[src/rtl/pc_sequencer.sv]
module pc_sequencer #(
  parameter int W        = 32,
  parameter int IDXW     = 5,
  parameter int LINK_REG = 31,
  parameter int IMMW     = 16,
  parameter int TGTW     = 26
) (
  input  logic            clk,
  input  logic            rst,
  input  logic [W-1:0]    instr,
  input  logic [W-1:0]    rs_val,
  input  logic [W-1:0]    rt_val,
  output logic [W-1:0]    pc,
  output logic [W-1:0]    next_pc,
  output logic            taken,
  output logic            link_we,
  output logic [IDXW-1:0] link_idx,
  output logic [W-1:0]    link_data
);
  localparam logic [5:0] OP_SPECIAL = 6'b000000;
  localparam logic [5:0] OP_REGIMM  = 6'b000001;
  localparam logic [5:0] OP_JUMP    = 6'b000010;
  localparam logic [5:0] OP_JLINK   = 6'b000011;
  localparam logic [5:0] OP_BEQ     = 6'b000100;
  localparam logic [5:0] OP_BNE     = 6'b000101;
  localparam logic [4:0] SEL_GEZ    = 5'b00001;
  localparam logic [4:0] SEL_LTZL   = 5'b10000;
  localparam logic [5:0] FN_JREG    = 6'b001000;

  logic [5:0]   op, fn;
  logic [4:0]   sel;
  logic [W-1:0] offset, seq_pc, br_pc, jmp_pc;
  logic         same, rs_neg, link_req;

  assign op     = instr[W-1 -: 6];
  assign sel    = instr[20:16];
  assign fn     = instr[5:0];
  assign offset = {{(W-IMMW){instr[IMMW-1]}}, instr[IMMW-1:0]};
  assign seq_pc = pc + W'(1);
  assign br_pc  = pc + offset;
  assign jmp_pc = {pc[W-1:TGTW], instr[TGTW-1:0]};
  assign same   = (rs_val == rt_val);
  assign rs_neg = rs_val[W-1];

  always_comb begin
    next_pc  = seq_pc;
    taken    = 1'b0;
    link_req = 1'b0;
    case (op)
      OP_BEQ: if (same) begin
        next_pc = br_pc;
        taken   = 1'b1;
      end
      OP_BNE: if (!same) begin
        next_pc = br_pc;
        taken   = 1'b1;
      end
      OP_REGIMM: begin
        if (sel == SEL_GEZ && !rs_neg) begin
          next_pc = br_pc;
          taken   = 1'b1;
        end
        if (sel == SEL_LTZL && rs_neg) begin
          next_pc  = br_pc;
          taken    = 1'b1;
          link_req = 1'b1;
        end
      end
      OP_JUMP: begin
        next_pc = jmp_pc;
        taken   = 1'b1;
      end
      OP_JLINK: begin
        next_pc  = jmp_pc;
        taken    = 1'b1;
        link_req = 1'b1;
      end
      OP_SPECIAL: if (fn == FN_JREG) begin
        next_pc = rs_val;
        taken   = 1'b1;
      end
      default: ;
    endcase
  end

  assign link_we   = link_req && !rst;
  assign link_idx  = IDXW'(LINK_REG);
  assign link_data = seq_pc;

  always_ff @(posedge clk) begin
    if (rst) pc <= '0;
    else     pc <= next_pc;
  end
endmodule


[config.mk]
export PLATFORM = sky130hd
export DESIGN_NAME = pc_sequencer
export DESIGN_NICKNAME = d
export VERILOG_FILES = /design/src/rtl/pc_sequencer.sv
export SDC_FILE = /design/constraint.sdc
export NUM_CORES = 1
export LEC_CHECK = 0
export ABC_CLOCK_PERIOD_IN_PS = 5200
export BUFFER_PORTS_ARGS = -buffer_cell sky130_fd_sc_hd__buf_2
export CAP_MARGIN = 25
export CORE_UTILIZATION = 35
export DETAILED_ROUTE_END_ITERATION = 8
export GPL_TIMING_DRIVEN = 0
export PLACE_DENSITY = 0.64
export SLEW_MARGIN = 20
export SYNTH_ARGS = -nofsm -noshare
export SYNTH_HDL_FRONTEND = slang
export SYNTH_SLANG_ARGS = --single-unit
export TNS_END_PERCENT = 50
[constraint.sdc]
create_clock -name clk -period 5.2 [get_ports clk]
set_input_delay 0.26 -clock clk [delete_from_list [all_inputs] [get_ports clk]]
set_output_delay 0.26 -clock clk [all_outputs]
set_load 0.005 [all_outputs]
# Word level (Yosys, flattened, before mapping)
# Cells that the tools add are included.
# word_totals
out_inout_bits	103
reg_bits	32
# op_classes
muxes	14
n_eq_ne	9
addsub	2
n_reduce_logical	7
# ops
op	n
32-bit two-way mux	5
32-bit one-hot mux with 5 select lines	1
32-bit by 1-bit adder with 32-bit output, second input constant	1
32-bit adder	1
32-bit equality test	1
6-bit by 2-bit equality test with 1-bit output, second input constant	2
6-bit by 3-bit equality test with 1-bit output, second input constant	2
6-bit by 1-bit equality test with 1-bit output, second input constant	1
6-bit by 4-bit equality test with 1-bit output, second input constant	1
6-bit zero test	1
1-bit two-way mux	6
5-bit by 1-bit equality test with 1-bit output, second input constant	1
5-bit equality test, second input constant	1
1-bit one-hot mux with 5 select lines	1
1-bit logical AND	3
1-bit zero test	2
1-bit one-hot mux with 2 select lines	1
2-bit OR reduction	1

# Longest topological paths before layout
# logic_depth
depth_word	5
depth_mapped	12
mapped_depth_nobuf	12

# Least setup slack after synthesis
# OpenSTA, ideal clock, no wires.
# synth_path
kind	reg-to-reg
start	reg pc[0]
end	reg pc[30]
required_time_ns	5.074
path_stages_with_launch	13
setup_ns	0.126
setup_slack_ns	2.497
arrival_time_ns	2.577
period_less_slack_ns	2.703
path_cell_list	dfxtp_1 -> ha_1 -> inv_1 -> fa_1 -> nand2b_1 -> a21oi_1 -> o41a_1 -> o21ai_0 -> o211ai_1 -> o21a_1 -> o211ai_1 -> a221o_1 -> nor2b_2
# synth_between
elab_chain_len	4
# synth_lines
element	line	rtl
from (decl)	13	output logic [W-1:0] pc,
from (signal assigned)	92	else pc <= next_pc;
32-bit by 1-bit adder with 32-bit output or 32-bit adder (tied branches)	39, 40	
32-bit two-way mux	59	if (sel == SEL_GEZ && !rs_neg) begin
32-bit two-way mux	63	if (sel == SEL_LTZL && rs_neg) begin
32-bit one-hot mux with 5 select lines *	49	case (op)
via next_pc[30]	14	output logic [W-1:0] next_pc,
# Mark *: on every way through the listed nets, which the timed path passes. The rest lies on a longest branch.
# A chain may end at the register's enable or synchronous reset.

# Worst setup path in the final report
# layout_path
start	reg pc[0]
end	out next_pc[30]
# layout_between
elab_chain_len	4
# layout_lines
element	line
32-bit by 1-bit adder with 32-bit output or 32-bit adder (tied branches)	39, 40
32-bit two-way mux	59
32-bit two-way mux	63
32-bit one-hot mux with 5 select lines *	49
to (decl)	14
# Mark *: on every way between the ends. The rest lies on a longest branch, timed or not.

==> summary.txt <==
Status
  – Outcome: finished, final reports clean

Worst setup path
  – CP dominant cell by count: o211ai_1
  – Critical Path AT: 3390 ps
  – FF-to-FF Start: pc[0]$_SDFF_PP0_
  – Worst reg-to-reg setup slack: 1970 ps
  – Critical path required time: 4940 ps
  – CP cell instances: ha_1 > inv_1 > fa_1 > nand2b_1 > a21oi_1 > o41a_1 > o21ai_0 > o211ai_1 > o21a_1 > o211ai_1 > a221o_1 > buf_2
  – Setup Crit Path Kind: flip-flop to output port
  – CP Launch Type: flip-flop
  – Crit path largest cell delay: 470 ps
  – Setup crit end kind: output port
  – Slowest cell on crit path: dfxtp_1
  – R2R depth: 12
  – Critical path fanouts, max: 7
  – Capture point of the worst reg-to-reg path: pc[30]$_SDFF_PP0_

Pwr
  – Worst vdd ir: 0.0988 mV
  – Clock group share of total power: 36.4%
  – Psw: 0.303 mW
  – Int Pwr: 0.567 mW
  – Switch share: 34.8%
  – Power, Total: 0.870 mW
  – Gate power share: 32.9%
  – Static Leak: 2.86 nW
  – Share of power burned in registers: 30.7%
  – Pwr Density: 149 nW/µm²

STA
  – Slew @ Worst Pin: 822 ps
  – Total Neg Setup Slack: 0 ps
  – Pins Over Slew Limit: 0
  – Final Setup Violations: 0
  – FMAX: 274 MHz
  – Max_slew headroom: 45.2%
  – Final Hold Fails: 0
  – RSZ-0062 raised after global routing: false
  – Final critical-path share of the clock period: 70.1%
  – Min Tclk post-route: 3650 ps
  – Skew final: 9.71 ps

Worst hold path
  – Hold Crit Start: rs_val[2]
  – Worst hold stages: 3
  – HP Class: input port to flip-flop
  – Hold endpoint: pc[2]$_SDFF_PP0_

Global route
  – Tot GR Track Use: 28.1%
  – Met2 usage: 46.9%
  – Met1 usage: 37.4%
  – GRT Max-Usage Layer: met2
  – Initial antenna violation count: 1
  – Largest net degree at the start of global routing: 19
  – Total grt overflow: 0
  – Met3 usage: 4.53%
  – First-pass GRT wire length: 28000 µm
  – Vias in the first global route: 5104

Synthesis
  – Asr flop ratio synth: 0%
  – Main flop type after synthesis: dfxtp_1
  – Top post-synthesis cells by count: nand2_1, xor2_1, a21oi_1, nor2_1, xnor2_1
  – Top area cells in the synthesized netlist: dfxtp_1, xor2_1, ha_1
  – Synth cell types: 69
  – Cell Area, Synth: 4500 µm²
  – Synthesis-stage register bit count: 32
  – Synth Area per Inst: 7.40 µm²
  – Synthesized instance count: 608
  – Sequential element share of the synthesized area: 14.2%
  – Top cell type's share of synthesized area: 14.2%
  – Synth warn: 0
  – Number of synthesized flops with an enable pin: 0
  – Most frequent cell after synthesis: nand2_1
  – Area leader, netlist: dfxtp_1

CTS
  – CTS tree: done
  – Clock transition at path regs: 60 ps
  – Post-CTS sizing: 0
  – CTS sink cnt: 32
  – CTS buffer count: 5
  – Post-CTS Setup Inserts: 0
  – Clock Root Buffer: clkbuf_16
  – Hold bufs inserted after CTS: 0
  – Max Root-Sink Buffers: 2
  – Clock latency on the worst-skew pair: 300 ps
  – H-tree depth: 2

Layout
  – Number of flip-flops in the largest register: 32
  – Share of layout cells above drive strength 1: 30.1%
  – Fillers: 1356
  – Synth-to-Final Area Change: 29.9%
  – Biggest regs: pc x32
  – # diodes: 0
  – Fin nets: 943
  – Largest Register: pc

Floorplanning
  – DIE AREA: 13300 µm²
  – Starting Density: 35.8%
  – Die Width: 115 µm
  – Die Y: 115 µm
  – Num ports: 201
  – Core footprint: 12600 µm²
  – Rows: 41

Drt
  – Via total after detailed routing: 5484
  – Antenna Nets Post-Route: 0
  – Final WL: 18700 µm
  – Remaining DRCs: 0
  – Vias per std cell: 5.57
  – First-pass DRT Iterations: 5
  – Drt initial violations: 461
  – Wire per inst: 19.0 µm

Place
  – Dpl hpwl: 15200 µm
  – Gp weighted congestion: 0.969
  – Number of I/O port buffers: 193

Flow run
  – Max Cap Viol: 0
layout by cell type (no fill, tap or decap), types with 5 or more instances in the layout:
master,n
buf_2,204
nand2_1,62
xor2_1,55
a21oi_1,41
nor2_1,38
xnor2_1,33
nand3_1,32
ha_1,32
dfxtp_1,32
o21ai_0,27
a22oi_1,22
nor2b_1,20
nand4_1,15
inv_1,15
clkbuf_1,14
a21o_1,13
a31oi_1,13
nor3_1,10
a22o_1,10
nor4_1,10
nand2b_1,8
o211ai_1,8
o21a_1,6
buf_4,5
conb_1,5
clkbuf_16,5
cells by family after synthesis:
family / share of synthesized area, %
and+or+nand+nor: 26.6
AOI/OAI and AO/OA: 26.3
xor gates and xnor gates: 17.9
buffers and inverters: 4.59
adders and majority gates: 9.35
DFF: 14.2
muxes: 1.00
other: 0.0834
layout make-up:
| type | count | area, µm² | share of cell area (%) |
|---|---|---|---|
| inverter | 15 | 56.3 | 0.964 |
| multi-input combinational | 534 | 3670 | 62.7 |
| buffer | 31 | 150 | 2.57 |
| tap | 172 | 215 | 3.68 |
| clock inverter | 2 | 10.0 | 0.171 |
| clock buffer | 6 | 139 | 2.38 |
| timing repair buffer | 193 | 966 | 16.5 |
| sequential | 32 | 641 | 11.0 |
power groups by stage:
stage	logic (mW)	clock network, mW	registers [mW]
6_report	0.286	0.317	0.267
3_3_place_gp	0.282	0	0.272
2_1_floorplan	0.158	0	0.269
3_5_place_dp	0.282	0	0.272
5_1_grt	0.315	0.327	0.268
4_1_cts	0.284	0.318	0.267
metal layers:
| metal | share of wire, % | wire length [µm] |
|---|---|---|
| met1 | 43 | 7990 |
| met2 | 47 | 8810 |
| met3 | 8.1 | 1510 |
| met4 | 1.9 | 360 |
| met5 | 0.091 | 17 |
critical path: cells and delay by family (launching register included):
family	cells	cell delay, ps
compound gates	7	1580
fa+ha+maj	2	620
buf+inv	2	200
flops	1	470
simple gates	1	200
how the worst max path moves through the flow:
stage / start / to
6_report: pc[0]$_SDFF_PP0_ / next_pc[30]
5_1_grt: pc[0]$_SDFF_PP0_ / next_pc[30]
4_1_cts: pc[0]$_SDFF_PP0_ / next_pc[30]
3_5_place_dp: instr[15] / next_pc[29]
3_3_place_gp: instr[15] / next_pc[29]
2_1_floorplan: pc[0]$_SDFF_PP0_ / pc[30]$_SDFF_PP0_
stage by stage:
stage | utilization, % | hold WS (ps) | setup slack (ps) | instance area, µm² | std cells
finish | 46.5 | 301 | 1550 | 5840 | 985
global route | 46.5 | 336 | 1430 | 5840 | 985
CTS | 46.5 | 301 | 1600 | 5840 | 985
detailed placement | 45.3 | 602 | 1810 | 5690 | 977
global placement | 45.3 | 592 | 1800 | 5690 | 977
floorplan | - | 463 | 2500 | 4510 | 612
Note: power is estimated with default switching activity, not from simulation.
